$ cat src/rtl/bit_op_pkg.sv
// Package: shared constants and types for the single-bit test/modify unit.
// Assumes condition codes are ordered {X,N,Z,V,C} from bit 4 down to bit 0.
package bit_op_pkg;

    localparam int CCR_W   = 5;
    localparam int CCR_C   = 0;
    localparam int CCR_V   = 1;
    localparam int CCR_Z   = 2;
    localparam int CCR_N   = 3;
    localparam int CCR_X   = 4;

    // Operation code as carried in the instruction's type field
    typedef enum logic [1:0] {
        BOP_TEST   = 2'b00,
        BOP_TOGGLE = 2'b01,
        BOP_CLEAR  = 2'b10,
        BOP_SET    = 2'b11
    } bop_kind_e;

endpackage

$ cat src/rtl/bit_op_mask_gen.sv
// Module: turns a raw bit number into a one-hot mask over the operand.
// Register operands wrap the number modulo DATA_W, byte operands modulo
// BYTE_W. Assumes DATA_W and BYTE_W are powers of two and BYTE_W <= DATA_W.
module bit_op_mask_gen #(
    parameter int DATA_W = 32,
    parameter int BYTE_W = 8,
    parameter int SEL_W  = 32
) (
    input  logic [SEL_W-1:0]  bit_sel,
    input  logic              is_mem,
    output logic [DATA_W-1:0] mask
);
    localparam int REG_IDX_W = $clog2(DATA_W);
    localparam int MEM_IDX_W = $clog2(BYTE_W);

    logic [REG_IDX_W-1:0] reg_idx;
    logic [MEM_IDX_W-1:0] mem_idx;
    logic [REG_IDX_W-1:0] idx;

    // Reduce the raw number for each operand kind and pick one
    always_comb begin
        reg_idx = REG_IDX_W'(bit_sel % SEL_W'(DATA_W));
        mem_idx = MEM_IDX_W'(bit_sel % SEL_W'(BYTE_W));
        idx     = is_mem ? REG_IDX_W'(mem_idx) : reg_idx;
    end

    // One comparator per operand bit forms the one-hot mask
    for (genvar g = 0; g < DATA_W; g++) begin : g_mask_bit
        assign mask[g] = (idx == REG_IDX_W'(g));
    end

endmodule

$ cat src/rtl/bit_op_alu.sv
// Module: applies a one-hot mask to the operand for the requested operation
// and derives the zero flag from the original operand. Purely combinational;
// assumes the mask has exactly one bit set.
module bit_op_alu
    import bit_op_pkg::*;
#(
    parameter int DATA_W = 32
) (
    input  bop_kind_e         kind,
    input  logic [DATA_W-1:0] operand,
    input  logic [DATA_W-1:0] mask,
    output logic [DATA_W-1:0] value,
    output logic              zero,
    output logic              write
);
    // Zero flag reflects the selected bit before modification
    always_comb begin
        zero = ~|(operand & mask);
    end

    // Form the new value and decide whether it must be written back
    always_comb begin
        unique case (kind)
            BOP_TOGGLE: begin value = operand ^ mask;  write = 1'b1; end
            BOP_CLEAR:  begin value = operand & ~mask; write = 1'b1; end
            BOP_SET:    begin value = operand | mask;  write = 1'b1; end
            default:    begin value = operand;         write = 1'b0; end
        endcase
    end

endmodule

$ cat src/rtl/bit_op_unit.sv
// Module: top of the single-bit test/modify unit. Captures one request per
// in_valid strobe and presents result, write-enable and condition codes one
// clock later with a done pulse. Outputs hold between requests. Assumes a
// synchronous active-low reset.
module bit_op_unit
    import bit_op_pkg::*;
#(
    parameter int DATA_W = 32,
    parameter int BYTE_W = 8,
    parameter int SEL_W  = 32
) (
    input  logic              clk,
    input  logic              rst_n,
    input  logic              in_valid,
    input  logic [1:0]        op_kind,
    input  logic              is_mem,
    input  logic [SEL_W-1:0]  bit_sel,
    input  logic [DATA_W-1:0] operand,
    input  logic [CCR_W-1:0]  ccr_in,
    output logic              done,
    output logic              result_we,
    output logic [DATA_W-1:0] result,
    output logic [CCR_W-1:0]  ccr_out
);
    localparam logic [CCR_W-1:0] Z_ONLY = CCR_W'(1) << CCR_Z;

    logic [DATA_W-1:0] mask_w;
    logic [DATA_W-1:0] value_w;
    logic              zero_w;
    logic              write_w;
    logic [CCR_W-1:0]  ccr_next;
    bop_kind_e         kind_w;

    assign kind_w = bop_kind_e'(op_kind);

    bit_op_mask_gen #(
        .DATA_W (DATA_W),
        .BYTE_W (BYTE_W),
        .SEL_W  (SEL_W)
    ) u_mask (
        .bit_sel (bit_sel),
        .is_mem  (is_mem),
        .mask    (mask_w)
    );

    bit_op_alu #(
        .DATA_W (DATA_W)
    ) u_alu (
        .kind    (kind_w),
        .operand (operand),
        .mask    (mask_w),
        .value   (value_w),
        .zero    (zero_w),
        .write   (write_w)
    );

    // Replace only the Z position of the incoming condition codes
    always_comb begin
        ccr_next = (ccr_in & ~Z_ONLY) | (zero_w ? Z_ONLY : '0);
    end

    // Done and write-enable are single-cycle pulses per strobe
    always_ff @(posedge clk) begin
        if (!rst_n) begin
            done      <= 1'b0;
            result_we <= 1'b0;
        end else begin
            done      <= in_valid;
            result_we <= in_valid & write_w;
        end
    end

    // Result and flags are captured on a strobe and held otherwise
    always_ff @(posedge clk) begin
        if (!rst_n) begin
            result  <= '0;
            ccr_out <= '0;
        end else if (in_valid) begin
            result  <= value_w;
            ccr_out <= ccr_next;
        end
    end

    // the mask selects exactly one bit
    a_r3_mask_onehot: assert property (@(posedge clk) disable iff (!rst_n)
        in_valid |-> $onehot(mask_w));

    // a byte operand never selects a bit above the byte
    a_r4_mem_mask_in_byte: assert property (@(posedge clk) disable iff (!rst_n)
        (in_valid && is_mem) |-> (mask_w[DATA_W-1:BYTE_W] == '0));

    // a strobe produces done in the next cycle
    a_r2_done_after_strobe: assert property (@(posedge clk) disable iff (!rst_n)
        in_valid |=> done);

    // no done without a strobe
    a_r2_no_spurious_done: assert property (@(posedge clk) disable iff (!rst_n)
        !in_valid |=> !done);

    // a test leaves the operand untouched and requests no write
    a_r7_test_no_write: assert property (@(posedge clk) disable iff (!rst_n)
        (in_valid && op_kind == 2'b00) |=> (!result_we && result == $past(operand)));

    // the write-enable only appears with done
    a_r10_we_with_done: assert property (@(posedge clk) disable iff (!rst_n)
        result_we |-> done);

    // flags other than Z pass through
    a_r6_other_flags_kept: assert property (@(posedge clk) disable iff (!rst_n)
        in_valid |=> ((ccr_out & ~Z_ONLY) == ($past(ccr_in) & ~Z_ONLY)));

    // outputs hold while no request arrives
    a_r11_hold_when_idle: assert property (@(posedge clk) disable iff (!rst_n)
        !in_valid |=> ($stable(result) && $stable(ccr_out)));

endmodule

$ cat config.mk
export PLATFORM = sky130hd
export DESIGN_NAME = bit_op_unit
export DESIGN_NICKNAME = d
export VERILOG_FILES = /design/src/rtl/bit_op_pkg.sv /design/src/rtl/bit_op_mask_gen.sv /design/src/rtl/bit_op_alu.sv /design/src/rtl/bit_op_unit.sv
export SDC_FILE = /design/constraint.sdc
export NUM_CORES = 1
export LEC_CHECK = 0
export ABC_AREA = 1
export CAP_MARGIN = 10
export CORE_MARGIN = 5
export CORE_UTILIZATION = 54
export DETAILED_ROUTE_END_ITERATION = 10
export PLACE_DENSITY = 0.95
export SLEW_MARGIN = 10
export SYNTH_ARGS = -nofsm -noshare
export SYNTH_HDL_FRONTEND = slang
export SYNTH_HIERARCHICAL = 1
export SYNTH_SLANG_ARGS = --single-unit
$ cat constraint.sdc
create_clock -name clk -period 5.2 [get_ports clk]
set_input_delay 1.56 -clock clk [delete_from_list [all_inputs] [get_ports clk]]
set_output_delay 1.56 -clock clk [all_outputs]
set_load 0.1 [all_outputs]
==> results.cfg, run 1 <==
[run_status]
outcome = complete, no violations

[yosys]
synth_adder_area_share = 0.278
syn_area_per_cell_sq_um = 6.41
synth_cell_types = 20
synth_seq_cells = 39
synth_top_family_by_area = simple AND/OR/NAND/NOR gates
synth_top_area_cell = ha_1
yosys.area_share.simple = 0.406
synthMuxAreaShare = 0
synth.net_count = 844
yosysSeqAreaShare = 0.181
synth_xor_area_frac = 0
synth_area_sq_mm = 0.00432
synth_compound_area_frac = 0
synth_area_leaders = ha_1 28%, dfxtp_1 18%, nand2_1 16%
ys_warn_count = 6
synth_top_cell_area_share = 0.278
synth_cells = 673

[setup_path]
start_kind = input port
crit_required_ps = 5420
crit_fanout = 5
cp.arrival_ps = 3730
reg2regPathDepth = 2
path_class = input port to flop
reg2reg_from = result[2]
cp-end-kind = flop
r2r_slack_ps = 4590
r2r_end = result[2]

[place]
port_buffers = 85
dp_hpwl_microns = 8360
place.gp.congestion = 0.873

[timing]
slew_violations = 0
setup_viol = 0
max-slew-margin-rel = 0.340
period_needed_ps = 3520
fin_setup_tns_ps = 0
tightest_slew_ps = 987
fin_skew_ps = 0
rsz0062_at_grt = no
hold_viol = 0
clock.fmax_ghz = 0.284
finalCritPeriodShare = 0.676

[pwr]
ir_worst_vdd_uv = 139
leakage_nw = 2.70
p_per_area_mw_per_mm2 = 191
p_total_mw = 1.01

[finish]
regArea_sq_um = 781
fin_util = 0.678
drive_above_1_share = 0.0753
area_growth_pct = 22.1
final_nets = 914
multiInputGateArea_sq_mm = 0.00296
num_antenna_cells = 0
fillCellCount = 625

[clocking]
cts.path.max_buffers = 2
post_cts_buffers = 0
hold_buffers = 0
clockRootBuffer = clkbuf_8
clkTransAtPathRegs_ps = 70
clock_sinks = 39
clk_latency_ps = 280
cts_buffers = 5
htree_levels = 2
cts-resized-gates = 0
cts_tree = yes

[floorplanning]
dieWidth_microns = 99.4
coreArea_sq_mm = 0.00777
num_io_pins = 114
fp.dieArea_sq_mm = 0.00988
row_count = 32
die_h_microns = 99.4
initial_utilization = 0.556

[global_routing]
grt-ovfl-total = 0
grt_pass1_wl_microns = 18000
grt_antenna_before_repair = 0
grt_pass1_vias = 4214
grt_util_all_layers = 0.215
grt_max_degree = 76

[routing]
vias = 4268
finalWirelength_microns = 10700
drt_iter0_drc = 368
drc = 0
wire_per_inst_microns = 12.7
drt.antenna.violating_nets = 0
vias_per_cell = 5.04
drtPass1Iterations = 5

[worst_hold_path]
holdPathStages = 2
hold_path.class = flop to flop
holdPathEnd = result[26]
hp-start = result[26]

[run]
cap_violations = 0
area by class of cell:
class,instances,area share
clock inverters,1,0.00142
well taps,102,0.0242
flip-flops and latches,39,0.148
multi-input cells,495,0.561
repair buffers,89,0.166
clock buffers,7,0.0183
inverters,113,0.0810
through the flow:
step           worst slack, ps  instances  hold slack (ps)  cell area, sq um
4_1_cts                   1710        846              473              5270
5_1_grt                   1570        846              495              5270
2_1_floorplan             2360        673              909              4320
3_5_place_dp              1430        838              463              5170
6_report                  1680        846              469              5270
3_3_place_gp              1520        838              455              5170
synth_stat cells, drive strengths merged:
library cell and instances:
nor2 122, clkbuf 4, nand4 32, nand2 188, inv 113, nand3 11, nor3 14, or2 32
ha 96, buf 22, dfxtp 39
state kept, by name, summed over array words and instances, names as in the netlist:
register   cells
ccr_out        5
result_we      1
result        32
done           1
logic make-up (layout without fill, tap and decap cells):
group	count (synthesis)	in the layout
and+or+nand+nor	399	399
buffers and inverters	139	210
adders and majority gates	96	96
DFF	39	39
power breakdown:
group	total, mW	internal (mW)	switching (mW)	leakage, nW
registers	0.333	0.322	0.0117	0.324
logic	0.449	0.133	0.316	2.33
clock network	0.224	0.121	0.103	0.0505
critical path: stages:
cell and delay [ps]:
clkdlybuf4s50_1 510, inv_1 150, nand2_1 150, nor3_1 330, inv_1 120, ha_1 200, or2_2 280, nand4_1 140
inv_1 70, nand2_1 60, nand2_1 50, nor2_1 90
cell usage in the layout, fill, tap and decap left out:
master	synthesis	layout
nand2_1	186	186
nor2_1	121	120
inv_1	111	111
ha_1	96	96
clkdlybuf4s50_1	0	83
dfxtp_1	39	39
or2_2	32	32
nand4_1	32	32
nor3_1	12	12
nand3_1	9	9
clkbuf_8	0	7
buf_4	7	5
nand2_4	2	2
nand3_4	2	2
clkinvlp_4	0	1
buf_2	13	1
nor2_2	0	1
nor2_4	1	1
inv_4	1	1
inv_2	1	1
nor3_2	1	1
nor3_4	1	1
worst max path at each step:
| stage | end | start | slack (ps) | cells after the start |
|---|---|---|---|---|
| after floorplan | result[26] | is_mem | 2360 | 12 |
| after global placement | result[10] | bit_sel[2] | 1520 | 12 |
| after detailed placement | result[10] | bit_sel[2] | 1430 | 12 |
| after CTS | result[13] | bit_sel[1] | 1710 | 12 |
| after global routing | result[13] | bit_sel[1] | 1570 | 12 |
| final | result[13] | bit_sel[1] | 1680 | 12 |
per-layer routing:
layer  share of wire  up-vias  GRT usage
met5               0        -          0
met4           0.024        0     0.0893
li1                -     2152          -
met1            0.43     1930      0.258
met2            0.48      164      0.390
met3           0.061       22     0.0203
No activity file was read; power rests on OpenSTA's default activity.
==> run 2: changes to the inputs <==
CORE_UTILIZATION = 45   (was 54)
PLACE_DENSITY = 0.86   (was 0.95)
clock period = 3.2 ns   (was 5.2 ns; I/O delays follow)
==> run 2 against run 1 <==
Against the previous run:
- via count down 5.8%
- register-to-register slack worse by 2000 ps
- utilization down 11 points
- largest cell class unchanged
- first-iteration DRC count down 46%
- clock power up 87%
- non-clock buffer count up 3
==> results.cfg, run 2 (same netlist as run 1, synthesis figures left out) <==
[setup_path]
crit_fanout = 6
crit_required_ps = 3430
cp-end-kind = flop
cp.arrival_ps = 3060
start_kind = input port
path_class = input port to flop

[place]
place.gp.congestion = 0.813
port_buffers = 85
dp_hpwl_microns = 7720
placed_area_sq_mm = 0.00513

[global_routing]
grt_pass1_wl_microns = 16600
grt_antenna_before_repair = 0
grt_util_all_layers = 0.173
grt-ovfl-total = 0
grt_pass1_vias = 3631
grt_max_degree = 39

[timing]
period_needed_ps = 2820
hold_viol = 0
rsz0062_at_grt = no
slew_violations = 0
fin_setup_tns_ps = 0
fin_skew_ps = 0
tightest_slew_ps = 508
clock.fmax_ghz = 0.354
setup_viol = 0
finalCritPeriodShare = 0.882
whs_ps = 472
max-slew-margin-rel = 0.661

[run_status]
outcome = complete, no violations

[pwr]
internal_power_uw = 979
p_total_mw = 1.67
ir_worst_vdd_uv = 181
p_per_area_mw_per_mm2 = 318
power_switching_uw = 690
p_sw_frac = 0.414
p_seq_frac = 0.324
p_comb_frac = 0.425
pwr-share-clk = 0.251
leakage_nw = 2.79

[clocking]
cts_buffers = 5
clkTransAtPathRegs_ps = 70
clock_sinks = 39
cts.path.max_buffers = 2
hold_buffers = 0
cts-resized-gates = 0
post_cts_buffers = 0
htree_levels = 2
clk_latency_ps = 290
clockRootBuffer = clkbuf_8
cts_tree = yes

[finish]
drive_above_1_share = 0.133
largest_reg_flops = 32
area_growth_pct = 21.6
final_area_sq_mm = 0.00525
final_cell_mix = 186 x nand2_1, 118 x nor2_1, 111 x inv_1
fin_util = 0.565
fillCellCount = 913
final_nets = 917
largest_register = result
largestRegisters = result (32), ccr_out (5)
num_antenna_cells = 0
final_common_cell = nand2_1

[routing]
drc = 0
vias = 4020
drt.antenna.violating_nets = 0
drtPass1Iterations = 4
vias_per_cell = 4.59
wire_per_inst_microns = 11.2
finalWirelength_microns = 9830
drt_iter0_drc = 199

[floorplanning]
die_h_microns = 108
fp.dieArea_sq_mm = 0.0117
initial_utilization = 0.465
coreArea_sq_mm = 0.00928
row_count = 35
dieWidth_microns = 108
num_io_pins = 114

[run]
cap_violations = 0

[worst_hold_path]
hold_path.class = flop to flop
[run 2: changes by cell type in the layout (fill, tap and decap cells not counted), sizes merged]
cell and delta:
buf +41, bufinv +1, clkbuf -1, clkdlybuf4s50 -38, clkinv +1, clkinvlp -1
[run 2: worst paths after layout]
path           endpoint       start  cells past startpoint  slack, ps
max          result[11]  bit_sel[2]                     12        380
min           result[0]   result[0]                      2        470
max reg2reg  result[22]  result[22]                      2       2630
min reg2reg   result[0]   result[0]                      2        470
[run 2: metal layers]
metal | wire, microns | GRT usage
met1 | 4660 | 0.224
met2 | 4600 | 0.297
met3 | 431 | 0.0239
met4 | 144 | 0.0532
met5 | 0 | 0
[run 2: power by group through the flow]
stage               clock (mW)  combinational (mW)  sequential [mW]
floorplan                    0               0.247            0.820
global placement             0               0.701            0.551
detailed placement           0               0.710            0.553
CTS                      0.428               0.712            0.541
global route             0.450               0.774            0.546
finish                   0.419               0.709            0.541
[run 2: cell type report]
cell class	count	area, sq um	share of cell area
Clock inverter	2	35.0	0.00667
Sequential cell	39	781	0.149
Multi-Input combinational cell	495	2960	0.564
Timing Repair Buffer	92	801	0.153
Clock buffer	6	82.6	0.0157
Inverter	113	427	0.0813
Tap cell	129	161	0.0308
[run 2: stage by stage]
| step | setup slack, ps | std cells |
|---|---|---|
| floorplan | 963 | 673 |
| global placement | 155 | 868 |
| detailed placement | 89.8 | 868 |
| CTS | 395 | 876 |
| global route | 191 | 876 |
| finish | 377 | 876 |
[run 2: worst max-delay path, cell delays in order]
cell and delay, ps:
clkdlybuf4s50_1 540, inv_2 180, nand3_4 140, nor3_1 280
inv_1 120, ha_1 200, or2_2 290, nand4_1 110
inv_1 50, nand2_1 50, nand2_1 50, nor2_1 80
==> run 3: changes to the inputs <==
RECOVER_POWER = 50   (was default)
SKIP_LAST_GASP = 1   (was default)
==> run 3 against run 2 <==
Against the previous run:
- the run now ends with max-capacitance violations, max-slew violations left
- combinational power decreased by 3.8%
- global-route usage unchanged
- critical path depth unchanged
- critical path type unchanged
- critical endpoint unchanged
==> results.cfg, run 3 (same netlist as run 1, synthesis figures left out) <==
[timing]
fin_skew_ps = 0
period_needed_ps = 2870
max-slew-margin-rel = -0.0966
tightest_slew_ps = 1640
finalCritPeriodShare = 0.895
setup_viol = 0
setup_ws_ps = 335
whs_ps = 471
hold_viol = 0
rsz0062_at_grt = no
slew_violations = 39
clock.fmax_ghz = 0.349
fin_setup_tns_ps = 0

[setup_path]
crit_required_ps = 3430
cp.arrival_ps = 3090
reg2reg_from = result[22]
start_kind = input port
r2r_end = result[22]
crit_family = simple AND/OR/NAND/NOR gates
reg2regPathDepth = 2
crit_path_top_delay_cell = clkdlybuf4s50_1
crit_chain = clkdlybuf4s50_1 > inv_2 > nand3_4 > nor3_1 > inv_1 > ha_1 > or2_2 > nand4_1 > inv_1 > nand2_1 > nand2_1 > nor2_1
r2r_slack_ps = 2620
max_stage_delay_ps = 540
path_class = input port to flop
cp-end-kind = flop
crit_fanout = 6
critical_path_buf_inv_count = 4

[finish]
final_common_cell = nand2_1
final_cell_mix = 186 x nand2_1, 118 x nor2_1, 111 x inv_1
largestRegisters = result (32), ccr_out (5)
largest_register = result
drive_above_1_share = 0.0870
final_cells = 876
num_antenna_cells = 0
fillCellCount = 953
area_growth_pct = 18.6
final_nets = 917
largest_reg_flops = 32

[global_routing]
grt-ovfl-total = 0
grt_pass1_wl_microns = 16600
grt_pass1_vias = 3631
grt_antenna_before_repair = 0
grt_max_degree = 39
grt_util_all_layers = 0.173

[floorplanning]
initial_utilization = 0.465
die_h_microns = 108
fp.dieArea_sq_mm = 0.0117
row_count = 35
dieWidth_microns = 108
num_io_pins = 114
coreArea_sq_mm = 0.00928

[clocking]
clockRootBuffer = clkbuf_8
hold_buffers = 0
post_cts_buffers = 0
htree_levels = 2
clock_sinks = 39
cts-resized-gates = 0
cts_buffers = 5
clkTransAtPathRegs_ps = 70
cts.path.max_buffers = 2
clk_latency_ps = 290
cts_tree = yes

[pwr]
ir_worst_vdd_uv = 171
p_seq_frac = 0.329
p_comb_frac = 0.416
leakage_nw = 2.65
power_switching_uw = 691
internal_power_uw = 952
p_per_area_mw_per_mm2 = 321
p_total_mw = 1.64
p_sw_frac = 0.420
pwr-share-clk = 0.255

[routing]
drt.antenna.violating_nets = 0
drt_iter0_drc = 202
drtPass1Iterations = 4
finalWirelength_microns = 9900
wire_per_inst_microns = 11.3
vias_per_cell = 4.59
drc = 0
vias = 4024

[place]
place.gp.congestion = 0.813
placedCellCount = 868
dp_hpwl_microns = 7720
port_buffers = 85
place_ws_ps = 89.8

[run_status]
outcome = complete, but fails checks
failed_checks = max-capacitance violations, max-slew violations

[worst_hold_path]
holdPathStages = 2
holdPathEnd = result[0]
hp-start = result[0]
hold_path.class = flop to flop

[run]
cap_violations = 1
==> run 3: per-stage QoR <==
step	instance area, sq um	utilization
5_1_grt	5120	0.552
3_5_place_dp	5130	0.553
6_report	5120	0.552
2_1_floorplan	4320	-
4_1_cts	5250	0.565
3_3_place_gp	5130	0.553
==> run 3: how the worst max path moves through the flow <==
stage                          start          to  slack (ps)  cells past startpoint
final                     bit_sel[2]  result[11]         330                     12
after global routing      bit_sel[0]   result[7]         130                     13
after CTS                 bit_sel[2]  result[11]         400                     12
after detailed placement  bit_sel[2]  result[11]          90                     12
after global placement    bit_sel[1]   result[7]         160                     13
after floorplan               is_mem  result[26]         960                     12
==> run 3: layer usage <==
layer,GRT usage,vias to the layer above,routed length [microns]
met5,0,-,0
met3,0.0239,10,501
li1,-,2164,-
met4,0.0532,0,144
met1,0.224,1757,4630
met2,0.297,93,4620
==> run 3: final cells by class <==
type	instances	area [sq um]	area share
Clock buffer	6	82.6	0.0161
Inverter	113	427	0.0833
Timing Repair Buffer	92	673	0.131
Tap cell	129	161	0.0315
Sequential cell	39	781	0.152
Multi-Input combinational cell	495	2960	0.578
Clock inverter	2	35.0	0.00684
==> run 3: worst reg2reg max path, cell delays in order, from the launching register on <==
cell	delay (ps)
dfxtp_1	310
nor2_1	100
nor2_1	60
==> run 3: power groups by stage <==
| stage | Clock [mW] | Sequential, mW | Combinational [mW] |
|---|---|---|---|
| 6_report | 0.419 | 0.541 | 0.682 |
| 5_1_grt | 0.450 | 0.546 | 0.748 |
| 4_1_cts | 0.428 | 0.541 | 0.712 |
| 3_5_place_dp | 0 | 0.553 | 0.710 |
| 3_3_place_gp | 0 | 0.551 | 0.701 |
| 2_1_floorplan | 0 | 0.820 | 0.247 |
